File: src/rtl/sar_seq_pkg.sv
package sar_seq_pkg;

    localparam int RES_BITS  = 10;
    localparam int SEL_W     = 3;
    localparam int MAX_SHIFT = 6;
    localparam int CNT_W     = MAX_SHIFT;
    localparam int POS_W     = $clog2(RES_BITS);

    typedef enum logic [1:0] {
        ST_IDLE,
        ST_SETUP,
        ST_RESOLVE,
        ST_FINISH
    } conv_state_t;

    typedef struct packed {
        logic       use_alt;
        logic [2:0] shift;
    } clk_cfg_t;

    // Decode the select field: low bits 11 pick the free-running clock,
    // otherwise the division exponent is {sel[1:0], sel[2]} + 1.
    function automatic clk_cfg_t decode_sel(input logic [SEL_W-1:0] sel);
        clk_cfg_t c;
        c.use_alt = (sel[1:0] == 2'b11);
        c.shift   = {sel[1:0], sel[2]} + 3'd1;
        return c;
    endfunction

endpackage

File: src/rtl/sar_tick_gen.sv
module sar_tick_gen
    import sar_seq_pkg::*;
(
    input  logic             clk,
    input  logic             rst,
    input  logic             run,
    input  logic [SEL_W-1:0] sel,
    input  logic             alt_clk,
    output logic             tick
);
    localparam int SYNC_STAGES = 3;

    logic [SYNC_STAGES-1:0] alt_sync;
    logic                   alt_rise;
    logic [CNT_W-1:0]       cnt;
    logic [CNT_W-1:0]       div_last;
    logic [CNT_W:0]         div_full;
    clk_cfg_t               cfg;

    assign cfg      = decode_sel(sel);
    assign div_full = (CNT_W+1)'(1) << cfg.shift;
    assign div_last = CNT_W'(div_full - 1'b1);

    always_ff @(posedge clk) begin
        if (rst) alt_sync <= '0;
        else     alt_sync <= {alt_sync[SYNC_STAGES-2:0], alt_clk};
    end

    assign alt_rise = alt_sync[SYNC_STAGES-2] & ~alt_sync[SYNC_STAGES-1];

    always_ff @(posedge clk) begin
        if (rst || !run)          cnt <= '0;
        else if (cnt == div_last) cnt <= '0;
        else                      cnt <= cnt + 1'b1;
    end

    assign tick = run && (cfg.use_alt ? alt_rise : (cnt == div_last));
endmodule

File: src/rtl/sar_core.sv
module sar_core
    import sar_seq_pkg::*;
(
    input  logic                clk,
    input  logic                rst,
    input  logic                start,
    input  logic                abort,
    input  logic                tick,
    input  logic                cmp,
    output logic                busy,
    output logic                done,
    output logic [RES_BITS-1:0] sar
);
    conv_state_t      state;
    logic [POS_W-1:0] pos;

    assign busy = (state != ST_IDLE);
    assign done = (state == ST_FINISH) && !abort;

    always_ff @(posedge clk) begin
        if (rst) begin
            state <= ST_IDLE;
            pos   <= '0;
            sar   <= '0;
        end else begin
            case (state)
                ST_IDLE: begin
                    if (start) begin
                        state <= ST_SETUP;
                        sar   <= '0;
                    end
                end
                ST_SETUP: begin
                    if (abort) begin
                        state <= ST_IDLE;
                        sar   <= '0;
                    end else if (tick) begin
                        state <= ST_RESOLVE;
                        sar   <= RES_BITS'(1) << (RES_BITS-1);
                        pos   <= POS_W'(RES_BITS-1);
                    end
                end
                ST_RESOLVE: begin
                    if (abort) begin
                        state <= ST_IDLE;
                        sar   <= '0;
                    end else if (tick) begin
                        sar[pos] <= cmp;
                        if (pos == '0) begin
                            state <= ST_FINISH;
                        end else begin
                            sar[pos - 1'b1] <= 1'b1;
                            pos             <= pos - 1'b1;
                        end
                    end
                end
                default: begin
                    state <= ST_IDLE;
                    sar   <= '0;
                end
            endcase
        end
    end
endmodule

File: src/rtl/sar_seq.sv
module sar_seq
    import sar_seq_pkg::*;
#(
    parameter int LO_W = 8,
    localparam int HI_W = RES_BITS - LO_W
) (
    input  logic                clk,
    input  logic                rst,
    input  logic                alt_clk,
    input  logic                en,
    input  logic [SEL_W-1:0]    clk_sel,
    input  logic                go_set,
    input  logic                go_clr,
    input  logic                flag_clr,
    input  logic                cmp_in,
    output logic                go_bit,
    output logic                hold_open,
    output logic [RES_BITS-1:0] dac_code,
    output logic [HI_W-1:0]     result_hi,
    output logic [LO_W-1:0]     result_lo,
    output logic                done_flag
);
    logic                busy;
    logic                done;
    logic                tick;
    logic                start;
    logic                abort;
    logic [RES_BITS-1:0] sar;
    logic [RES_BITS-1:0] result_q;

    assign start = go_set && en && !busy;
    assign abort = busy && (go_clr || !en);

    sar_tick_gen u_tick (
        .clk     (clk),
        .rst     (rst),
        .run     (busy),
        .sel     (clk_sel),
        .alt_clk (alt_clk),
        .tick    (tick)
    );

    sar_core u_core (
        .clk   (clk),
        .rst   (rst),
        .start (start),
        .abort (abort),
        .tick  (tick),
        .cmp   (cmp_in),
        .busy  (busy),
        .done  (done),
        .sar   (sar)
    );

    always_ff @(posedge clk) begin
        if (rst) begin
            result_q  <= '0;
            done_flag <= 1'b0;
        end else begin
            if (done)          result_q  <= sar;
            if (done)          done_flag <= 1'b1;
            else if (flag_clr) done_flag <= 1'b0;
        end
    end

    assign go_bit    = busy;
    assign hold_open = busy;
    assign dac_code  = sar;
    assign result_hi = result_q[RES_BITS-1:LO_W];
    assign result_lo = result_q[LO_W-1:0];
endmodule

File: config.mk
export PLATFORM = sky130hd
export DESIGN_NAME = sar_seq
export DESIGN_NICKNAME = d
export VERILOG_FILES = /design/src/rtl/sar_seq_pkg.sv /design/src/rtl/sar_tick_gen.sv /design/src/rtl/sar_core.sv /design/src/rtl/sar_seq.sv
export SDC_FILE = /design/constraint.sdc
export NUM_CORES = 1
export LEC_CHECK = 0
export BUFFER_PORTS_ARGS = -buffer_cell sky130_fd_sc_hd__buf_2
export CAP_MARGIN = 30
export CELL_PAD_IN_SITES_DETAIL_PLACEMENT = 1
export CELL_PAD_IN_SITES_GLOBAL_PLACEMENT = 2
export CORE_MARGIN = 1.5
export CORE_UTILIZATION = 33
export CTS_CLUSTER_DIAMETER = 60
export DETAILED_ROUTE_END_ITERATION = 7
export PLACE_DENSITY_LB_ADDON = 0.1
export SKIP_CTS_REPAIR_TIMING = 1
export SLEW_MARGIN = 0
export SYNTH_ARGS = -nofsm -noshare
export SYNTH_HDL_FRONTEND = slang
export SYNTH_SLANG_ARGS = --single-unit
export TNS_END_PERCENT = 50
File: constraint.sdc
create_clock -name clk -period 2.86 [get_ports clk]
set_input_delay 0.143 -clock clk [delete_from_list [all_inputs] [get_ports clk]]
set_output_delay 0.143 -clock clk [all_outputs]
set_load 0.01 [all_outputs]
Yosys cells after proc, flatten, opt, wreduce, memory -nomap -nowiden
Cells that the tools add are included.
Widths: inputs -> output; s select.
- register bits after elaboration: 36
- output and inout bits: 23
- logic and storage cells: 82
- bits of input ports: 11
- add/sub/neg operators: 4
- magnitude comparators: 4
- reduce and logical (&&, ||, !) cells: 21
- bitwise logic cells: 3
- mux-type cells: 28
- equal/unequal tests: 14
- shifts and indexed selects: 1
- operator list (operator ; number):
    $mux 10 ; 6
    $pmux 10 s3 ; 1
    $mux 4 ; 5
    $mux 2 ; 6
    $ne 2x2->1 const B ; 6
    $bwmux 10 ; 1
    $lt 4x5->1 const B ; 2
    $or 10x10->10 ; 1
    $demux 1 s4 ; 2
    $ge 4x1->1 const B ; 2
    $pmux 4 s2 ; 1
    $logic_and 1x1->1 ; 7
    $add 6x1->6 const B ; 1
    $eq 2x2->1 const B ; 3
    $eq 6x6->1 ; 1
    $ne 3x2->1 const B ; 2
    $pmux 2 s3 ; 1
    $reduce_and 6->1 ; 1
    $reduce_bool 2->1 ; 3
    $shl 1x3->6 const A ; 1
    $sub 6x1->6 const B ; 1
    $mux 1 ; 5
    $logic_not 4->1 ; 1
    $reduce_and 4->1 ; 1
    11 further kinds ; 14

Logic depth before layout (Yosys ltp)
Gate-level depths: netlist of run 1.
- depth after elaboration: 10
- depth in mapped cells: 11
- depth with buffers taken out: 9

Modules after synthesis
A second synthesis of run 1 with hierarchy kept.
- cell total of the unflattened synthesis: 254
- area, all modules: 2243.4 um^2
- modules (own cells, without submodules) (module ; area an instance (um^2) ; instances ; sequential area each (um^2) ; cells an instance):
    sar_core ; 1301.2 ; 1 ; 320.3 ; 154
    sar_tick_gen ; 526.8 ; 1 ; 180.2 ; 59
    sar_seq ; 415.4 ; 1 ; 220.2 ; 41

Worst setup path before layout of run 1
Ideal clock, no wire load.
- path type: in2reg
- start: input port clk_sel[1]
- end: register u_core.pos[3]
- library setup time: 0.119 ns
- data required time: 2.741 ns
- path buffers: 1
- path slack: 0.627 ns
- arrival: 2.115 ns
- stages on the path: 9
- cell sequence: buf_2 > or3_1 > ha_1 > and4bb_1 > a211oi_1 > nand4b_1 > a21oi_4 > nand2_1 > o221a_2
- word-level cells in the longest chain between the ends: 8
- elaborated cells on any way between the ends: 10
- those cells by class: add/sub: 2; eq/ne: 4; shift: 1; mux: 1; reduce/logical: 2
- RTL lines (element ; line ; source):
    start, declared ; sar_seq.sv:11 ; input logic [SEL_W-1:0] clk_sel,
    $add 3x1->3 ; sar_seq_pkg.sv:26 ; c.shift = {sel[1:0], sel[2]} + 3'd1;
    $shl 1x3->6 ; sar_tick_gen.sv:21 ; assign div_full = (CNT_W+1)'(1) << cfg.shift;
    $sub 6x1->6 ; sar_tick_gen.sv:22 ; assign div_last = CNT_W'(div_full - 1'b1);
    $eq 6x6->1 ; sar_tick_gen.sv:37 ; assign tick = run && (cfg.use_alt ? alt_rise : (cnt == div_last));
    $mux 1 (*) ; sar_tick_gen.sv:37 ;
    $logic_and 1x1->1 (*) ; sar_tick_gen.sv:37 ;
    $ne 2x2->1 (no source line) ; n/a ;
    $reduce_and 6->1 (no source line) (*) ; n/a ;
    end signal, assigned ; sar_core.sv:40 ; pos <= POS_W'(RES_BITS-1);
    end signal, assigned ; sar_core.sv:53 ; pos <= pos - 1'b1;
    end, declared ; sar_core.sv:15 ; logic [POS_W-1:0] pos;
Every way passes the cells marked *; elsewhere a longest branch is shown, timed or not.
A chain may end at the register's enable or synchronous reset.

Worst setup path in the final report of run 1
- start: register u_core.pos[0]
- end: register u_core.sar[0]
- word-level cells in the longest chain between the ends: 10
- elaborated cells on any way between the ends: 18
- those cells by class: add/sub: 1; order compare: 4; mux: 9; bitwise: 1; reduce/logical: 3
- RTL lines (element ; line ; source):
    $sub 4x1->4 (tied with other cells) ; sar_core.sv:52 ; sar[pos - 1'b1] <= 1'b1;
    $lt 4x5->1 (implied by the code) (tied with other cells) ; sar_core.sv:52 ;
    $logic_and 1x1->1 (implied by the code) or $mux 1 (tied branches) ; sar_core.sv:52, sar_core.sv:48 ;
    $mux 1 (implied by the code) or $demux 1 s4 (tied branches) ; n/a ;
    $demux 1 s4 or $bwmux 10 (tied branches) ; n/a ;
    $or 10x10->10 (no source line) ; n/a ;
    $mux 10 (*) ; sar_core.sv:49 ; if (pos == '0) begin
    $mux 10 (*) ; sar_core.sv:47 ; end else if (tick) begin
    $mux 10 (*) ; sar_core.sv:44 ; if (abort) begin
    $pmux 10 s3 (*) ; sar_core.sv:26 ; case (state)
    end signal, assigned ; sar_core.sv:39 ; sar <= RES_BITS'(1) << (RES_BITS-1);
    end signal, assigned by index ; sar_core.sv:48 ; sar[pos] <= cmp;
    end, declared ; sar_core.sv:12 ; output logic [RES_BITS-1:0] sar
Every way passes the cells marked *; elsewhere a longest branch is shown, timed or not. The select of a mux whose other input is x is not followed.

==> out/metrics.cfg, run 1 <==
[status]
status=complete, no violations

[worst_setup_path]
r2r-end=u_core.sar[0]
crit_required_ns=3.06
crit_type=flop to flop
ff2ff_setup_slack_ns=0.53
path_max_fanout=11
cp-start-kind=flop
r2r_start=u_core.pos[0]
arrival_ns=2.53
worstSetupEndpointType=flop
rr_worst_depth=7

[timing]
slew_headroom_pct=60.9
drv_slew=0
finalSetupViolations=0
fmaxAchievable_ghz=0.429
fin_crit_ns=2.33
fin_crit_sh_pct=81.6
fin_tns_setup_ns=0
rsz0062_at_grt=false
fin_skew_ns=0.00587
finalHoldViolations=0
worst_pin_slew_ns=0.580
finalHoldWorstSlack_ns=0.0584

[routing]
ant_nets=0
dr.pass1.iters=4
vias_per_cell=5.36
wirelength_um=6130
routed-via-count=1987
drc=0
drt_iter0_drc=58
wl_per_cell_um=16.5

[floorplan]
core_area_um2=6350
die_w_um=84.2
die_h_um=84.2
num_rows=29
dieArea_um2=7090
initial_core_util_pct=34.2
ios=34

[layout]
fill_cells=797
final_cell_mix=nand2_1 (37), dfxtp_1 (36), buf_2 (33)
layout_commonest_cell=nand2_1
drive_above_1_share_pct=19.0
final_net_count=316
area_growth_syn_to_layout_pct=14.4
n_antenna_cell=0

[clock_tree]
root_buffer=clkbuf_8
numCtsBuffers=5
tritoncts=built
clock_path_buffers=2
clkLatencyLatePin_ns=0.30
cts.clk_slew.worst_paths_ns=0.08
cts_sinks=36
h-tree-depth=2

[placed_design]
io_buffer_count=33
place_congestion=0.765
hpwl_um=4350

[logic_synthesis]
synth_cell_types=53
synth_compound_area_share_pct=20.4
synth_cells=267
synth_area_per_cell_um2=8.14
synthFlopType=dfxtp_1
synth_xor_area_share_pct=3.22
synthMuxAreaShare_pct=5.12
syn_nets=290
synth_fa_ha_area_share_pct=6.90
yosysWarningCount=0
synth_top_family_by_area=simple AND/OR/NAND/NOR gates
synth_edf_count=0
async_flop_share_pct=0
ys_seq_area_share_pct=33.1
ys_ff_latch=36
syn_area_um2=2170
synth-simple-area-share_pct=25.2

[grt]
grtUsageTotal_pct=18.1
grt_antenna_before_repair=0
grt_overflow=0
grt_first_pass_wirelength_um=10100
grt_max_degree=25
grt_pass1_vias=1938

[run]
drv_cap=0

[hold_path]
hold_path.class=primary input to flop
holdCritStartpoint=alt_clk
hold_end=u_tick.alt_sync[0]
holdPathStages=2

[power_and_ir_drop]
power.leakage_nw=1.06
max-vdd-ir-drop_uv=240
p_per_area_nw_per_um2=592

## critical path, cell delays in order, from the launching register on
cell and delay, ns:
dfxtp_1 0.43, inv_1 0.13, ha_1 0.38, nor2_1 0.24, a21oi_1 0.12, o21ai_0 0.48
nand2_1 0.15, a2111oi_2 0.30
## cell type report
cell class              instances  area [um2]  area share (%)
inverters                      15        56.3            2.26
repair buffers                 35         180            7.24
clock buffers                   5        68.8            2.77
clock inverters                 3        42.5            1.71
multi-input cells             200        1320            53.2
well taps                      77        96.3            3.87
flip-flops and latches         36         721            29.0
## cells by family (layout without fill, tap and decap cells)
family                     count (synthesis)  count (layout)
xor gates and xnor gates                   8               8
adders and majority gates                 12              12
AOI/OAI and AO/OA                         62              62
and+or+nand+nor                          107             107
muxes                                     11              11
DFF                                       36              36
buffers and inverters                     31              58
## flip-flops by register name, summed over array words and instances, names as in the netlist
register / flops
u_core.state: 2
done_flag: 1
result_q: 10
u_tick.alt_sync: 3
u_core.pos: 4
u_core.sar: 10
u_tick.cnt: 6
## per-layer routing
metal / vias up / global-route usage [%] / routed length, um / share of wire (%)
li1: 991 / - / - / -
met2: 29 / 28.1 / 2730 / 45
met4: 0 / 5.96 / 82 / 1.3
met3: 6 / 3.24 / 205 / 3.3
met5: - / 0 / 0 / 0
met1: 961 / 25.5 / 3110 / 51
## power by group
| part | switching, W | internal [W] |
|---|---|---|
| clock | 0.000205 | 0.000258 |
| sequential | 0.0000359 | 0.000528 |
| combinational | 0.000289 | 0.000157 |
| total | 0.000530 | 0.000943 |
## how the worst max path moves through the flow
stage	endpoint	slack (ns)	cells past startpoint	startpoint
after floorplan	u_core.pos[3]	0.63	9	clk_sel[1]
after global placement	u_core.pos[3]	0.41	9	clk_sel[1]
final	u_core.sar[0]	0.53	7	u_core.pos[0]
after global routing	u_core.sar[0]	0.29	7	u_core.pos[1]
after detailed placement	u_core.pos[3]	0.40	9	clk_sel[1]
after CTS	u_core.sar[0]	0.58	7	u_core.pos[0]
## Yosys cell counts, types with 2 or more instances
| master | number | area share (%) |
|---|---|---|
| or3_1 | 5 | 1.4 |
| inv_1 | 15 | 2.6 |
| xnor2_1 | 6 | 2.4 |
| o21ai_0 | 7 | 1.6 |
| a21oi_1 | 25 | 5.8 |
| ha_1 | 12 | 6.9 |
| nand2b_1 | 2 | 0.58 |
| nor2_1 | 14 | 2.4 |
| xor2_1 | 2 | 0.81 |
| clkbuf_1 | 11 | 1.9 |
| a211o_1 | 2 | 0.81 |
| and3_1 | 3 | 0.86 |
| nor2b_1 | 5 | 1.4 |
| nand3_1 | 20 | 4.6 |
| or2_2 | 2 | 0.58 |
| nor3b_1 | 2 | 0.69 |
| nand4_1 | 3 | 0.86 |
| mux2i_1 | 10 | 4.6 |
| dfxtp_1 | 36 | 33 |
| nand2_1 | 37 | 6.4 |
| o22ai_1 | 2 | 0.58 |
| buf_2 | 2 | 0.46 |
| and4_1 | 6 | 2.4 |
| a21o_1 | 6 | 2.1 |
| and2_1 | 2 | 0.58 |
| a31oi_1 | 2 | 0.58 |
| a211oi_1 | 2 | 0.69 |
## through the flow
stage	std cells	utilization, %	total power (W)	worst slack (ns)	cell area (um2)
floorplan	267	-	0.000895	0.627	2170
global placement	363	37.4	0.00102	0.413	2380
detailed placement	363	37.4	0.00102	0.401	2380
CTS	371	39.2	0.00150	0.575	2490
global route	371	39.2	0.00156	0.285	2490
finish	371	39.2	0.00147	0.526	2490
Note: power is estimated with default switching activity, not from simulation.
==> inputs of run 2 (changes only) <==
clock period = 2.4 ns   (was 2.86 ns; I/O delays follow)
==> run 2 against run 1 <==
  * Power is 25% higher
  * Global-route usage is 0.15 points lower
  * Via count is 0.75% lower
  * Die area stayed put
  * Final cell count is 2.7% higher
  * Sequential share of layout area is 0.98 points lower
  * Non-clock buffer count is 10 higher
  * First-iteration DRC count is 21% higher
  * Critical path type is now primary input to flop
  * Largest power group unchanged
  * Highest routed layer unchanged
==> out/metrics.cfg, run 2 (same netlist as run 1, synthesis figures left out) <==
[worst_setup_path]
arrival_ns=2.33  ; -0.20 ns
crit_family=simple AND/OR/NAND/NOR gates
slowest_delay_ns=0.38  ; -0.10 ns
crit_buf_inv=1  ; unchanged
crit_required_ns=2.59  ; -0.47 ns
crit_type=primary input to flop
path_max_fanout=8  ; -3
cp-start-kind=primary input
worstSetupEndpointType=flop
slowest_stage=or3_1
path_cells=buf_2 -> or3_1 -> ha_1 -> and4bb_1 -> a211oi_1 -> nand4b_1 -> a21oi_4 -> nand2_1 -> o221a_2

[timing]
drv_slew=0  ; unchanged
rsz0062_at_grt=false
fin_crit_ns=2.13
fin_crit_sh_pct=88.9
fin_tns_setup_ns=0  ; unchanged
slew_headroom_pct=69.8  ; +8.8 points
fin_skew_ns=0.00678  ; +0.000910 ns
finalSetupViolations=0  ; unchanged
worst_pin_slew_ns=0.452  ; -0.128 ns
fmaxAchievable_ghz=0.469
finalHoldViolations=0  ; unchanged

[status]
status=complete, no violations

[run]
drv_cap=0  ; unchanged

[clock_tree]
clock_path_buffers=2  ; unchanged
root_buffer=clkbuf_8
tritoncts=built
cts.clk_slew.worst_paths_ns=0.08  ; about the same
cts_sinks=36  ; unchanged
numCtsBuffers=5  ; unchanged
h-tree-depth=2  ; unchanged
clkLatencyLatePin_ns=0.30  ; about the same

[power_and_ir_drop]
power.leakage_nw=1.12  ; +5.0%
power_switching_w=0.000655  ; +24%
switching_share_pct=35.7  ; -0.29 points
p_int_w=0.00118  ; +25%
power_frac_comb_pct=33.3  ; +3.0 points
p_per_area_nw_per_um2=713  ; +20%
p_clk_share_pct=30.2  ; -1.2 points
max-vdd-ir-drop_uv=384  ; +60%
p_seq_share_pct=36.5  ; -1.8 points
fin_total_pwr_w=0.00184  ; +25%

[floorplan]
ios=34  ; unchanged
die_w_um=84.2  ; unchanged
initial_core_util_pct=34.2  ; unchanged
dieArea_um2=7090  ; unchanged
num_rows=29  ; unchanged
die_h_um=84.2  ; unchanged
core_area_um2=6350  ; unchanged

[placed_design]
hpwl_um=4470  ; +2.8%
place_congestion=0.844  ; +10%
io_buffer_count=33  ; unchanged

[layout]
drive_above_1_share_pct=21.7  ; +2.7 points
layout_commonest_cell=nand2_1
area_growth_syn_to_layout_pct=18.5
reg_top3=result_q: 10 flops, u_core.sar: 10 flops, u_tick.cnt: 6 flops
multi_input_area_um2=1320  ; unchanged
n_antenna_cell=0  ; unchanged
seqCellArea_um2=721  ; unchanged
fill_cells=770  ; -3.4%
final_net_count=326  ; +3.2%
final_cell_mix=nand2_1 (37), dfxtp_1 (36), buf_2 (33)

[routing]
wirelength_um=6090  ; -0.60%
ant_nets=0  ; unchanged
routed-via-count=1972  ; -0.75%
drt_iter0_drc=70  ; +21%
vias_per_cell=5.18  ; -3.4%
wl_per_cell_um=16.0  ; -3.2%
dr.pass1.iters=4  ; unchanged
drc=0  ; unchanged

[grt]
grt_max_degree=25  ; unchanged
grt_overflow=0  ; unchanged
grtUsageTotal_pct=18.0  ; -0.15 points
grt_first_pass_wirelength_um=10200  ; +1.0%
grt_antenna_before_repair=0  ; unchanged
grt_pass1_vias=1929  ; -0.46%

[hold_path]
hold_path.class=primary input to flop

==> run 2: cell types whose count changed in the layout (fill, tap and decap cells not counted) <==
cell | previous run | this run
buf_12 | 0 | 1
buf_4 | 2 | 11
==> run 2: power groups by stage <==
stage                     clock (W)  sequential [W]  combinational [W]
after floorplan                   0        0.000676           0.000390
final                      0.000555        0.000670           0.000612
after detailed placement          0        0.000684           0.000613
after CTS                  0.000568        0.000670           0.000615
after global placement            0        0.000685           0.000608
after global routing       0.000597        0.000676           0.000676
==> run 2: per-layer routing <==
layer | up-vias | wire [um] | track usage [%]
li1 | 1011 | - | -
met1 | 920 | 3040 | 25.2
met2 | 37 | 2780 | 28.3
met3 | 4 | 233 | 3.24
met4 | 0 | 40 | 4.92
met5 | - | 0 | 0
==> run 2: path summary, 6_finish.rpt <==
check,start,endpoint,slack [ns],cells past startpoint
worst max register to register,u_core.state[0],result_q[1],0.37,7
worst min-delay path,alt_clk,u_tick.alt_sync[0],0.04,2
worst max-delay path,clk_sel[1],u_core.pos[3],0.27,9
worst min register to register,u_tick.alt_sync[1],u_tick.alt_sync[2],0.44,2
==> run 2: area by class of cell <==
| class | count | area share, % |
|---|---|---|
| flip-flops and latches | 36 | 28.0 |
| clock inverters | 3 | 1.65 |
| repair buffers | 45 | 10.4 |
| multi-input cells | 200 | 51.4 |
| well taps | 77 | 3.74 |
| inverters | 15 | 2.19 |
| clock buffers | 5 | 2.67 |
==> run 2: stage by stage <==
step | instance area [um2] | hold slack [ns] | instances | util, % | setup slack [ns]
final | 2580 | 0.0425 | 381 | 40.6 | 0.267
after global routing | 2580 | 0.0534 | 381 | 40.6 | 0.144
after CTS | 2580 | 0.0370 | 381 | 40.6 | 0.300
after detailed placement | 2460 | 0.345 | 373 | 38.8 | -0.0115
after global placement | 2460 | 0.333 | 373 | 38.8 | 0.0746
after floorplan | 2170 | 0.248 | 267 | - | 0.190
==> inputs of run 3 (changes only) <==
CORE_MARGIN = unset   (was 1.5)
MAX_ROUTING_LAYER = met4   (was unset)
REMOVE_ABC_BUFFERS = 1   (was unset)
==> run 3 against run 2 <==
  * Power down 3.2%
  * Routed wire length up 1.2%
  * Largest power group unchanged
  * Hold slack worse by 0.0081 ns
  * Clock power down 1%
  * Sequential power about the same
  * Via count up 2.3%
  * Final cell count unchanged
  * Global-route usage up 1.7 points
  * Sequential share of layout area about the same
  * Maximum frequency up 2.3%
  * First-iteration DRC count down 8.6%
==> out/metrics.cfg, run 3 (same netlist as run 1, synthesis figures left out) <==
[status]
status=complete, no violations

[grt]
grtUsageTotal_pct=19.7  ; +1.7 points
grt_max_degree=25  ; unchanged
grt_antenna_before_repair=0  ; unchanged
grt_first_pass_wirelength_um=10500  ; +3.0%
grt_pass1_vias=2046  ; +6.1%
grt_overflow=0  ; unchanged

[routing]
ant_nets=0  ; unchanged
drt_iter0_drc=64  ; -8.6%
drc=0  ; unchanged
wirelength_um=6170  ; +1.2%
wl_per_cell_um=16.2  ; +1.2%
vias_per_cell=5.29  ; +2.3%
dr.pass1.iters=4  ; unchanged
routed-via-count=2017  ; +2.3%

[placed_design]
hpwl_um=4610  ; +3.0%
place_congestion=0.801  ; -5.2%
place_area_um2=2460  ; unchanged
io_buffer_count=33  ; unchanged
dpl.cell_count=373  ; unchanged
pre_cts_slack_ns=-0.00443  ; +0.00712 ns

[worst_setup_path]
path_max_fanout=10  ; +2
cp-start-kind=primary input
worstSetupEndpointType=flop
slowest_delay_ns=0.38  ; about the same
crit_type=primary input to flop
path_cells=buf_2 -> or3_1 -> ha_1 -> and4bb_1 -> a211oi_1 -> nand4b_1 -> a21o_2 -> nand2_1 -> o21ai_0
crit_required_ns=2.57  ; -0.02 ns
rr_worst_depth=7  ; unchanged
arrival_ns=2.26  ; -0.07 ns
slowest_stage=or3_1

[power_and_ir_drop]
switching_share_pct=35.8  ; +0.083 points
max-vdd-ir-drop_uv=399  ; +3.9%
p_clk_share_pct=30.7  ; +0.5 points
p_seq_share_pct=37.8  ; +1.3 points
power.leakage_nw=1.12  ; about the same
p_int_w=0.00114  ; -3.3%
power_frac_comb_pct=31.4  ; -1.9 points
power_switching_w=0.000636  ; -2.9%
p_per_area_nw_per_um2=691  ; -3.0%

[layout]
multi_input_area_um2=1320  ; unchanged
layout_commonest_cell=nand2_1
reg_top3=result_q: 10 flops, u_core.sar: 10 flops, u_tick.cnt: 6 flops
design_area_um2=2570  ; -0.15%
n_antenna_cell=0  ; unchanged
final_cells=381  ; unchanged
drive_above_1_share_pct=21.4  ; -0.33 points
seqCellArea_um2=721  ; unchanged
final_cell_mix=nand2_1 (37), dfxtp_1 (36), buf_2 (33)
final_net_count=326  ; unchanged
area_growth_syn_to_layout_pct=18.3
final_util_pct=40.5  ; -0.059 points
fill_cells=795  ; +3.2%

[clock_tree]
cts_sinks=36  ; unchanged
cts.clk_slew.worst_paths_ns=0.08  ; about the same
root_buffer=clkbuf_8
clkLatencyLatePin_ns=0.29  ; about the same
h-tree-depth=2  ; unchanged
numCtsBuffers=5  ; unchanged
tritoncts=built
clock_path_buffers=2  ; unchanged

[timing]
fmaxAchievable_ghz=0.479  ; +2.3%
finalWorstSetupSlack_ns=0.314  ; +0.0473 ns
worst_pin_slew_ns=0.577  ; +0.125 ns
slew_headroom_pct=61.2  ; -8.5 points
finalHoldViolations=0  ; unchanged
finalHoldWorstSlack_ns=0.0343  ; -0.00813 ns
fin_skew_ns=0.00278  ; -0.00400 ns
rsz0062_at_grt=false
fin_crit_ns=2.09  ; -0.0473 ns
drv_slew=0  ; unchanged
finalSetupViolations=0  ; unchanged
fin_crit_sh_pct=86.9  ; -2.0 points

[floorplan]
dieArea_um2=6920  ; -2.4%
die_h_um=83.2  ; -1.2%
die_w_um=83.2  ; -1.2%
core_area_um2=6350  ; unchanged
initial_core_util_pct=34.2  ; unchanged
ios=34  ; unchanged
num_rows=29  ; unchanged

[run]
drv_cap=0  ; unchanged

[hold_path]
hold_path.class=primary input to flop
holdPathStages=2  ; unchanged

## run 3: final timing paths
path              slack [ns]               start                 end
setup / recovery        0.31          clk_sel[1]       u_core.sar[7]
hold / removal          0.03             alt_clk  u_tick.alt_sync[0]
hold reg to reg         0.44  u_tick.alt_sync[1]  u_tick.alt_sync[2]
setup reg to reg        0.33     u_core.state[0]       u_core.sar[7]
## run 3: layout make-up
class | instances | area share, %
inverter | 15 | 2.19
multi-input combinational | 200 | 51.5
tap | 77 | 3.75
clock buffer | 6 | 2.82
sequential | 36 | 28.0
clock inverter | 2 | 1.36
timing repair buffer | 45 | 10.4
## run 3: per-layer routing
metal | track usage, % | part of all wire (%) | vias up
met2 | 31.3 | 47 | 37
met3 | 3.68 | 3.6 | 10
li1 | - | - | 1012
met1 | 25.6 | 48 | 958
met5 | - | 0 | -
met4 | 5.49 | 1.2 | 0
## run 3: through the flow
stage	TNS (ns)	total power, W
floorplan	0	0.00103
global placement	0	0.00124
detailed placement	-0.00443	0.00125
CTS	0	0.00180
global route	0	0.00188
finish	0	0.00178
## run 3: power groups by stage
stage | Clock, W | Sequential [W] | Combinational [W]
floorplan | 0 | 0.000676 | 0.000351
global placement | 0 | 0.000689 | 0.000554
detailed placement | 0 | 0.000687 | 0.000560
CTS | 0.000566 | 0.000673 | 0.000560
global route | 0.000580 | 0.000679 | 0.000624
finish | 0.000547 | 0.000672 | 0.000559
## run 3: worst max-delay path: cells and delay by family
kind | cells | cell delay [ns]
compound gates | 3 | 0.54
buf+inv | 1 | 0.12
fa+ha+maj | 1 | 0.25
simple gates | 4 | 1.23
